$ cat config.mk
export PLATFORM = sky130hd
export DESIGN_NAME = dma_channel
export DESIGN_NICKNAME = d
export VERILOG_FILES = /design/src/rtl/dma_chan_pkg.sv /design/src/rtl/dma_addr_step.sv /design/src/rtl/dma_lane.sv /design/src/rtl/dma_trigger.sv /design/src/rtl/dma_channel.sv
export SDC_FILE = /design/constraint.sdc
export NUM_CORES = 1
export LEC_CHECK = 0
export BUFFER_PORTS_ARGS = -buffer_cell sky130_fd_sc_hd__buf_4
export CAP_MARGIN = 25
export CORE_MARGIN = 2
export CORE_UTILIZATION = 58
export CTS_CLUSTER_DIAMETER = 50
export CTS_CLUSTER_SIZE = 25
export DETAILED_ROUTE_END_ITERATION = 6
export GPL_ROUTABILITY_DRIVEN = 0
export PLACE_DENSITY = 0.91
export SLEW_MARGIN = 10
export SYNTH_ARGS = -nofsm -noshare
export SYNTH_HDL_FRONTEND = slang
export SYNTH_SLANG_ARGS = --single-unit
export TNS_END_PERCENT = 50
$ cat constraint.sdc
create_clock -name clk -period 7.8 [get_ports clk]
set_clock_uncertainty 0.05 [all_clocks]
set_input_delay 1.56 -clock clk [delete_from_list [all_inputs] [get_ports clk]]
set_output_delay 1.56 -clock clk [all_outputs]
set_load 0.05 [all_outputs]
$ cat src/rtl/dma_chan_pkg.sv
package dma_chan_pkg;

    typedef enum logic [1:0] {
        ADJ_INC = 2'b00,
        ADJ_DEC = 2'b01,
        ADJ_FIX = 2'b10,
        ADJ_RLD = 2'b11
    } adj_e;

    typedef enum logic [1:0] {
        TM_NOW  = 2'b00,
        TM_VBL  = 2'b01,
        TM_HBL  = 2'b10,
        TM_FIFO = 2'b11
    } tmode_e;

    typedef struct packed {
        logic   enable;
        tmode_e timing;
        logic   word;
        logic   rpt;
        adj_e   src_adj;
        adj_e   dst_adj;
    } ctrl_t;

    localparam logic [1:0] SEL_SRC  = 2'd0;
    localparam logic [1:0] SEL_DST  = 2'd1;
    localparam logic [1:0] SEL_CNT  = 2'd2;
    localparam logic [1:0] SEL_CTRL = 2'd3;

    localparam int CTRL_W = 16;

    function automatic ctrl_t ctrl_decode(input logic [CTRL_W-1:0] w);
        ctrl_t c;
        c.dst_adj = adj_e'(w[1:0]);
        c.src_adj = adj_e'(w[3:2]);
        c.rpt     = w[4];
        c.word    = w[5];
        c.timing  = tmode_e'(w[7:6]);
        c.enable  = w[15];
        return c;
    endfunction

endpackage

$ cat src/rtl/dma_addr_step.sv
module dma_addr_step
    import dma_chan_pkg::*;
#(
    parameter int ADDR_W = 32,
    parameter bit IS_SRC = 1'b0
) (
    input  logic [ADDR_W-1:0] addr_i,
    input  adj_e              mode_i,
    input  logic              word_i,
    output logic [ADDR_W-1:0] addr_o
);
    localparam logic [ADDR_W-1:0] STEP_HALF = ADDR_W'(2);
    localparam logic [ADDR_W-1:0] STEP_WORD = ADDR_W'(4);

    logic [ADDR_W-1:0] step;
    logic [ADDR_W-1:0] rld_next;

    assign step = word_i ? STEP_WORD : STEP_HALF;

    // Code 11 has no meaning on the source side: hold the address.
    generate
        if (IS_SRC) begin : g_src_rld
            assign rld_next = addr_i;
        end else begin : g_dst_rld
            assign rld_next = addr_i + step;
        end
    endgenerate

    always_comb begin
        unique case (mode_i)
            ADJ_INC: addr_o = addr_i + step;
            ADJ_DEC: addr_o = addr_i - step;
            ADJ_FIX: addr_o = addr_i;
            default: addr_o = rld_next;
        endcase
    end

endmodule

$ cat src/rtl/dma_lane.sv
module dma_lane #(
    parameter int DATA_W = 32
) (
    input  logic                word_i,
    input  logic                src_hi_i,
    input  logic                cur_hi_i,
    input  logic [DATA_W-1:0]   data_i,
    output logic [DATA_W/8-1:0] be_o,
    output logic [DATA_W-1:0]   wdata_o
);
    localparam int HALF_W = DATA_W / 2;
    localparam int BE_W   = DATA_W / 8;
    localparam logic [BE_W-1:0] BE_LO = {{(BE_W/2){1'b0}}, {(BE_W/2){1'b1}}};
    localparam logic [BE_W-1:0] BE_HI = {{(BE_W/2){1'b1}}, {(BE_W/2){1'b0}}};

    logic [HALF_W-1:0] half;

    assign half    = src_hi_i ? data_i[DATA_W-1:HALF_W] : data_i[HALF_W-1:0];
    assign wdata_o = word_i ? data_i : {half, half};
    assign be_o    = word_i ? {BE_W{1'b1}} : (cur_hi_i ? BE_HI : BE_LO);

endmodule

$ cat src/rtl/dma_trigger.sv
module dma_trigger
    import dma_chan_pkg::*;
#(
    parameter int ADDR_W  = 32,
    parameter bit FIFO_OK = 1'b1
) (
    input  ctrl_t             ctrl_i,
    input  logic              active_i,
    input  logic              vblank_i,
    input  logic              hblank_i,
    input  logic              snd_req_i,
    input  logic [ADDR_W-1:0] snd_addr_i,
    input  logic [ADDR_W-1:0] dst_prog_i,
    output logic              blank_go_o,
    output logic              fifo_go_o
);
    logic blank_hit;

    assign blank_hit  = (vblank_i && ctrl_i.timing == TM_VBL) ||
                        (hblank_i && ctrl_i.timing == TM_HBL);
    assign blank_go_o = !active_i && ctrl_i.enable && blank_hit;

    generate
        if (FIFO_OK) begin : g_fifo
            assign fifo_go_o = snd_req_i && ctrl_i.enable &&
                               ctrl_i.timing == TM_FIFO &&
                               snd_addr_i == dst_prog_i;
        end else begin : g_nofifo
            assign fifo_go_o = 1'b0;
        end
    endgenerate

endmodule

$ cat src/rtl/dma_channel.sv
module dma_channel
    import dma_chan_pkg::*;
#(
    parameter int CHAN_ID    = 1,
    parameter int ADDR_W     = 32,
    parameter int DATA_W     = 32,
    parameter int FIFO_BURST = 4
) (
    input  logic                clk,
    input  logic                rst_n,
    input  logic                reg_wr_en,
    input  logic [1:0]          reg_sel,
    input  logic [ADDR_W-1:0]   reg_wdata,
    input  logic                vblank_pulse,
    input  logic                hblank_pulse,
    input  logic                snd_req,
    input  logic [ADDR_W-1:0]   snd_fifo_addr,
    output logic                mem_req,
    output logic                mem_we,
    output logic [ADDR_W-1:0]   mem_addr,
    output logic [DATA_W/8-1:0] mem_be,
    output logic [DATA_W-1:0]   mem_wdata,
    input  logic [DATA_W-1:0]   mem_rdata,
    input  logic                mem_ready
);
    localparam bit FIFO_OK  = (CHAN_ID == 1) || (CHAN_ID == 2);
    localparam int CNT_BITS = (CHAN_ID == 3) ? 16 : 14;
    localparam int CNT_W    = CNT_BITS + 1;
    localparam int BE_W     = DATA_W / 8;
    localparam logic [CNT_W-1:0] CNT_MAX = {1'b1, {CNT_BITS{1'b0}}};
    localparam logic [CNT_W-1:0] CNT_ONE = CNT_W'(1);

    typedef struct packed {
        logic [ADDR_W-1:0]   src_prog;
        logic [ADDR_W-1:0]   dst_prog;
        logic [CNT_BITS-1:0] cnt_prog;
        logic [ADDR_W-1:0]   src;
        logic [ADDR_W-1:0]   dst;
        logic [CNT_W-1:0]    cnt;
        ctrl_t               ctrl;
        logic                active;
        logic                wr_phase;
        logic [DATA_W-1:0]   data;
    } st_t;

    st_t q, d;

    logic              is_fifo;
    logic              word_eff;
    logic [ADDR_W-1:0] src_nx;
    logic [ADDR_W-1:0] dst_nx;
    logic [ADDR_W-1:0] cur_addr;
    logic [CNT_W-1:0]  load_cnt;
    logic              blank_go;
    logic              fifo_go;
    ctrl_t             new_ctrl;

    assign is_fifo  = FIFO_OK && (q.ctrl.timing == TM_FIFO);
    assign word_eff = q.ctrl.word || is_fifo;
    assign cur_addr = q.wr_phase ? q.dst : q.src;
    assign load_cnt = (q.cnt_prog == '0) ? CNT_MAX : CNT_W'(q.cnt_prog);
    assign new_ctrl = ctrl_decode(reg_wdata[CTRL_W-1:0]);

    dma_addr_step #(.ADDR_W(ADDR_W), .IS_SRC(1'b1)) u_src_step (
        .addr_i (q.src),
        .mode_i (q.ctrl.src_adj),
        .word_i (word_eff),
        .addr_o (src_nx)
    );

    dma_addr_step #(.ADDR_W(ADDR_W), .IS_SRC(1'b0)) u_dst_step (
        .addr_i (q.dst),
        .mode_i (q.ctrl.dst_adj),
        .word_i (word_eff),
        .addr_o (dst_nx)
    );

    dma_trigger #(.ADDR_W(ADDR_W), .FIFO_OK(FIFO_OK)) u_trig (
        .ctrl_i     (q.ctrl),
        .active_i   (q.active),
        .vblank_i   (vblank_pulse),
        .hblank_i   (hblank_pulse),
        .snd_req_i  (snd_req),
        .snd_addr_i (snd_fifo_addr),
        .dst_prog_i (q.dst_prog),
        .blank_go_o (blank_go),
        .fifo_go_o  (fifo_go)
    );

    dma_lane #(.DATA_W(DATA_W)) u_lane (
        .word_i   (word_eff),
        .src_hi_i (q.src[1]),
        .cur_hi_i (cur_addr[1]),
        .data_i   (q.data),
        .be_o     (mem_be),
        .wdata_o  (mem_wdata)
    );

    assign mem_req  = q.active;
    assign mem_we   = q.active && q.wr_phase;
    assign mem_addr = cur_addr;

    always_comb begin
        d = q;

        // Bus sequencing: read phase captures data, write phase advances state.
        if (q.active && mem_ready) begin
            if (!q.wr_phase) begin
                d.data     = mem_rdata;
                d.wr_phase = 1'b1;
            end else begin
                d.wr_phase = 1'b0;
                d.src      = src_nx;
                if (!is_fifo) begin
                    d.dst = dst_nx;
                end
                d.cnt = q.cnt - CNT_ONE;
                if (q.cnt == CNT_ONE) begin
                    d.active = 1'b0;
                    if (!q.ctrl.rpt) begin
                        d.ctrl.enable = 1'b0;
                    end
                end
            end
        end

        // Blank-timed start, with reload on repeat.
        if (blank_go) begin
            d.active = 1'b1;
            if (q.ctrl.rpt) begin
                d.cnt = load_cnt;
                if (q.ctrl.dst_adj == ADJ_RLD) begin
                    d.dst = q.dst_prog;
                end
            end
        end

        // Audio FIFO refill burst.
        if (fifo_go) begin
            d.active   = 1'b1;
            d.cnt      = CNT_W'(FIFO_BURST);
            d.ctrl.rpt = 1'b1;
        end

        // Register writes take priority.
        if (reg_wr_en) begin
            unique case (reg_sel)
                SEL_SRC: d.src_prog = reg_wdata;
                SEL_DST: d.dst_prog = reg_wdata;
                SEL_CNT: d.cnt_prog = reg_wdata[CNT_BITS-1:0];
                default: begin
                    d.ctrl = new_ctrl;
                    if (new_ctrl.enable && !q.ctrl.enable) begin
                        d.src      = q.src_prog;
                        d.dst      = q.dst_prog;
                        d.cnt      = load_cnt;
                        d.active   = (new_ctrl.timing == TM_NOW);
                        d.wr_phase = 1'b0;
                    end else if (!new_ctrl.enable) begin
                        d.active   = 1'b0;
                        d.wr_phase = 1'b0;
                    end
                end
            endcase
        end
    end

    always_ff @(posedge clk) begin
        if (!rst_n) begin
            q <= '0;
        end else begin
            q <= d;
        end
    end

endmodule

## Word-level counts from Yosys, hierarchy flattened

Cells that the tools add are included.

| word-level totals | value |
|---|---|
| register bits after elaboration | 200 |
| input port bits | 105 |
| output and inout bits | 70 |

| cells by class | value |
|---|---|
| add/subtract/negate cells | 5 |
| eq/ne operators | 11 |
| mux-type cells | 31 |
| bitwise operators | 2 |
| reductions and logical operators | 24 |

Operator list:

| operator | number |
|---|---|
| 90-bit 2-to-1 mux | 2 |
| 32-bit 2-to-1 mux | 5 |
| 80-bit 2-to-1 mux | 2 |
| 32-bit case mux with 2 select lines | 2 |
| 47-bit 2-to-1 mux | 2 |
| 79-bit 2-to-1 mux | 1 |
| 32-bit adder | 2 |
| 32-bit subtractor | 2 |
| 34-bit 2-to-1 mux | 1 |
| 32-bit == test | 1 |
| 15-bit 2-to-1 mux | 2 |
| 16-bit 2-to-1 mux | 1 |
| 15-bit by 1-bit == test with 1-bit output (second input constant) | 1 |
| 15-bit by 1-bit subtractor with 15-bit output (second input constant) | 1 |
| 14-bit logical NOT | 1 |
| 2-bit == test (second input constant) | 5 |
| 1-bit logical AND | 10 |
| 2-bit AND reduction | 5 |
| 2-bit by 1-bit == test with 1-bit output (second input constant) | 4 |
| 1-bit 2-to-1 mux | 8 |
| 4-bit 2-to-1 mux | 2 |
| 2-bit logical NOT | 3 |
| 2-bit 2-to-1 mux | 2 |
| 3-bit 2-to-1 mux | 1 |
| other kinds (4) | 7 |

## Depth between registers and ports, before layout

| depth | value |
|---|---|
| depth in word-level cells | 15 |
| depth in mapped cells | 13 |
| mapped depth without buffers | 12 |

## By module

A second synthesis with hierarchy kept.

| second synthesis, totals | value |
|---|---|
| cells, all modules | 1721 |
| area total of the unflattened synthesis | 13181.4 µm² |

Modules (own cells, without submodules):

| module | times used | cells each | area an instance (µm²) | sequential area each (µm²) |
|---|---|---|---|---|
| dma_channel | 1 | 986 | 8371.8 | 4003.8 |
| dma_addr_step at u_src_step | 1 | 332 | 2021.9 | 0.0 |
| dma_addr_step at u_dst_step | 1 | 313 | 1970.6 | 0.0 |
| dma_lane | 1 | 41 | 430.4 | 0.0 |
| dma_trigger | 1 | 49 | 386.6 | 0.0 |

## Worst setup path after synthesis

No wires, ideal clock.

| timing | value |
|---|---|
| path kind | register to register |
| start point | register q[34] (netlist bit) |
| end point | register q[86] (netlist bit) |
| arrival time | 3631 ps |
| required time | 7630 ps |
| slack | 3999 ps |
| cell stages (with the launch flop) | 13 |
| period minus slack after synthesis | 3801 ps |
| cells stage by stage | dfxtp_1 inv_1 nor2_1 ha_1 o21a_1 o31a_1 o41a_1 a21oi_1 nor2_1 a2bb2oi_1 a31oi_1 nor3b_1 o31a_1 |

| between the ends | value |
|---|---|
| word-level cells in the longest chain between the ends | 11 |
| elaborated cells between the ends (all ways) | 13 |

Ends and longest elaborated chain:

| item | RTL line | RTL |
|---|---|---|
| start: declaration | dma_channel.sv:46 | `st_t q, d;` |
| start signal: assignment | dma_channel.sv:170 | `q <= '0;` |
| start signal: assignment | dma_channel.sv:172 | `q <= d;` |
| 2-bit == test or 2-bit by 1-bit == test with 1-bit output (tied branches) | dma_addr_step.sv:30 | `unique case (mode_i)` |
| 32-bit case mux with 2 select lines | dma_addr_step.sv:30 |  |
| 32-bit 2-to-1 mux | dma_channel.sv:114 | `if (!is_fifo) begin` |
| 80-bit 2-to-1 mux | dma_channel.sv:108 | `if (!q.wr_phase) begin` |
| 80-bit 2-to-1 mux | dma_channel.sv:107 | `if (q.active && mem_ready) begin` |
| 32-bit 2-to-1 mux | dma_channel.sv:132 | `if (q.ctrl.dst_adj == ADJ_RLD) begin` |
| 47-bit 2-to-1 mux | dma_channel.sv:130 | `if (q.ctrl.rpt) begin` |
| 47-bit 2-to-1 mux * | dma_channel.sv:128 | `if (blank_go) begin` |
| 79-bit 2-to-1 mux | dma_channel.sv:153 | `if (new_ctrl.enable && !q.ctrl.enable) begin` |
| 90-bit 2-to-1 mux | dma_channel.sv:147 | `unique case (reg_sel)` |
| 90-bit 2-to-1 mux * | dma_channel.sv:146 | `if (reg_wr_en) begin` |

Every way passes the cells marked *; elsewhere a longest branch is shown, timed or not.
A chain may end at the register's enable or synchronous reset.

## Worst setup path after layout

| timing | value |
|---|---|
| start point | register q[41] (netlist bit) |
| end point | output mem_wdata[13] |

| between the ends | value |
|---|---|
| word-level cells in the longest chain between the ends | 3 |

Ends and longest elaborated chain:

| item | RTL line | RTL |
|---|---|---|
| 2-bit == test | dma_channel.sv:58 | `assign is_fifo = FIFO_OK && (q.ctrl.timing == TM_FIFO);` |
| 1-bit logical OR | dma_channel.sv:59 | `assign word_eff = q.ctrl.word \|\| is_fifo;` |
| 32-bit 2-to-1 mux | dma_lane.sv:19 | `assign wdata_o = word_i ? data_i : {half, half};` |
| end: declaration | dma_channel.sv:22 | `output logic [DATA_W-1:0] mem_wdata,` |

Every way passes these cells.

==> flow_metrics.env <==
export IMPL_fill_cells=1589
export IMPL_yosys_top_cells_area="dfxtp_1 (32%), nand2_1 (8.4%), ha_1 (6.5%)"
export IMPL_grt_pass1_wl_mm=61.64
export IMPL_die_h_um=151.0
export IMPL_rrSetupSlack_ns=3.98
export IMPL_cts_resized=0
export IMPL_chipWidth_um=151.0
export IMPL_synth_main_ff_cell="dfxtp_1"
export IMPL_drt_drc_violations_left=0
export IMPL_grt_pass1_vias=11620
export IMPL_syn_to_final_growth_pct=16.20
export IMPL_antenna_found_initial=0
export IMPL_leakage_nw=6.065
export IMPL_setup_viol=0
export IMPL_core_area_um2=21090
export IMPL_grt_max_degree=106
export IMPL_nets=1821
export IMPL_synth_top_area_share_pct=31.96
export IMPL_slew_limit_headroom_pct=38.19
export IMPL_synthCells=1531
export IMPL_final_common_cell="nand2_1"
export IMPL_crit_path_end="mem_wdata[13]"
export IMPL_htreeDepth=4
export IMPL_grt_use_met3_pct=8.042
export IMPL_cp_data_required_time_ns=6.19
export IMPL_crit_start="q[41]"
export IMPL_cp_end_kind="output port"
export IMPL_p_sw_mw=0.6466
export IMPL_clock_insertion_delay_worst_skew_ns=0.46
export IMPL_portBuffers=174
export IMPL_final_cell_mix="nand2_1 (281), dfxtp_1 (200), buf_4 (189)"
export IMPL_ir_drop_mv=0.1677
export IMPL_rsz0062_at_grt="no"
export IMPL_drtAntennaViolNets=0
export IMPL_path_max_fanout=16
export IMPL_synth_edff_count=0
export IMPL_cts_inserted_buffers=17
export IMPL_hold_violations=0
export IMPL_cts_setup_buffers=0
export IMPL_seqPwrFrac_pct=47.5
export IMPL_critPathKind="register to output port"
export IMPL_comb_power_share_pct=12.8
export IMPL_reg2regPathDepth=12
export IMPL_final_setup_tns_ns=0
export IMPL_synth_area_um2=12530
export IMPL_io_pins=175
export IMPL_cp_start_kind="register"
export IMPL_drt_initial_drc_count=1233
export IMPL_cts_tree="yes"
export IMPL_syn_avg_cell_area_um2=8.184
export IMPL_hold_buffers=0
export IMPL_p_int_mw=1.626
export IMPL_die_area_um2=22800
export IMPL_crit_arrival_ns=2.65
export IMPL_r2r_end="q[86]"
export IMPL_top_usage_layer="met2"
export IMPL_swShare_pct=28.45
export IMPL_dp_hpwl_mm=28.94
export IMPL_maxCapViolations=0
export IMPL_seq_area_frac_synth_pct=31.96
export IMPL_utilization_pct=69.04
export IMPL_drv_slew=0
export IMPL_hold_class="register to register"
export IMPL_grt_overflow=0
export IMPL_clk_path_buf_depth=2
export IMPL_r2r_start="q[41]"
export IMPL_wl_per_cell_um=20.81
export IMPL_yosysWarningCount=0
export IMPL_drive_gt1_share_pct=19.11
export IMPL_wirelength_mm=40.36
export IMPL_synth_net_count=1701
export IMPL_fin_crit_sh_pct=54.55
export IMPL_period_needed_ns=4.255
export IMPL_async_reset_ff_share_pct=0
export IMPL_gr_usage_all_layers_pct=34.98
export IMPL_synth_seq_cells=200
export IMPL_fmax_mhz=235.0
export IMPL_ys_types=81
export IMPL_powerDensity_nw_per_um2=156.1
export IMPL_cts_sinks=200
export IMPL_worst_pin_slew_ns=0.9244
export IMPL_start_util_pct=59.42
export IMPL_outcome="complete, no violations"
export IMPL_p_clk_share_pct=39.6
export IMPL_met1_usage_pct=42.32
export IMPL_cts_root_buf="clkbuf_16"
export IMPL_use_met2_pct=55.48
export IMPL_path_clk_slew_ns=0.08
export IMPL_vias_per_cell=6.405
export IMPL_antenna_cells=0
export IMPL_finalHoldWorstSlack_ns=0.4193
export IMPL_first_pass_iters=6
export IMPL_vias=12420
export IMPL_synth_top_area_cell="dfxtp_1"
export IMPL_row_count=53
-- cell type report --
class | instances | area (µm²) | share of cell area [%]
sequential | 200 | 4004 | 27.50
clock buffer | 18 | 429.2 | 2.948
inverter | 29 | 108.9 | 0.7477
multi-input combinational | 1213 | 8074 | 55.46
tap | 275 | 344.1 | 2.363
clock inverter | 14 | 160.2 | 1.100
timing repair buffer | 190 | 1439 | 9.883
-- metal layers --
metal / vias up / share of wire (%)
li1: 5686 / -
met1: 5801 / 38
met2: 758 / 44
met3: 174 / 11
met4: 0 / 7.6
met5: - / 0
-- Yosys cell counts (8+ instances only) --
master,instances
nand2_1,281
dfxtp_1,200
a21oi_1,114
a21boi_0,93
clkbuf_1,72
o21ai_0,71
ha_1,65
mux2_2,63
nor2_1,57
xnor2_1,51
nor2b_1,45
xor2_1,39
mux2i_1,36
inv_1,29
o211ai_1,25
nand3_1,23
a31oi_1,22
nor3_1,22
a21o_1,20
a211oi_1,16
o211a_1,16
nand4_1,13
nand2b_1,12
nor4_1,12
or3_1,11
and3_1,8
o21a_1,8
o221ai_1,8
-- worst min-delay path by stage --
stage                       from     end  cells past startpoint
after floorplan            q[58]   q[58]                      2
after global placement    q[183]  q[183]                      2
after detailed placement  q[193]  q[193]                      2
after CTS                 q[193]  q[193]                      2
after global routing      q[199]  q[199]                      2
final                     q[189]  q[189]                      2
-- sequential cells by signal, indices dropped and copies added (netlist names) --
signal / cells
q: 199
mem_req: 1
-- power groups by stage --
stage	Sequential, mW	Combinational, mW	Clock [mW]
2_1_floorplan	1.09	0.180	0
3_3_place_gp	1.10	0.275	0
3_5_place_dp	1.10	0.283	0
4_1_cts	1.08	0.286	0.898
5_1_grt	1.08	0.312	0.942
6_report	1.08	0.291	0.901
-- critical path, cell delays in order, from the launching register on --
cell and delay (ns):
dfxtp_1 0.46, a21o_1 0.36, inv_1 0.16, nand2_1 0.58
mux2_2 0.42, buf_4 0.19
-- kinds of logic after synthesis --
kind of cell	Yosys count	synth area share (%)
and+or+nand+nor	515	18.97
AOI/OAI and AO/OA	444	24.00
DFF	200	31.96
buffers and inverters	118	3.755
muxes	99	8.538
xor gates and xnor gates	90	6.291
adders and majority gates	65	6.491
-- stage by stage --
step / instance area, µm² / total power [mW] / std cells / setup WS, ns
2_1_floorplan: 12530 / 1.268 / 1531 / 3.999
3_3_place_gp: 13950 / 1.376 / 1906 / 3.717
3_5_place_dp: 13950 / 1.385 / 1906 / 3.672
4_1_cts: 14540 / 2.263 / 1938 / 3.564
5_1_grt: 14560 / 2.336 / 1939 / 3.435
6_report: 14560 / 2.273 / 1939 / 3.545
Power figures use the tool's default switching activity.
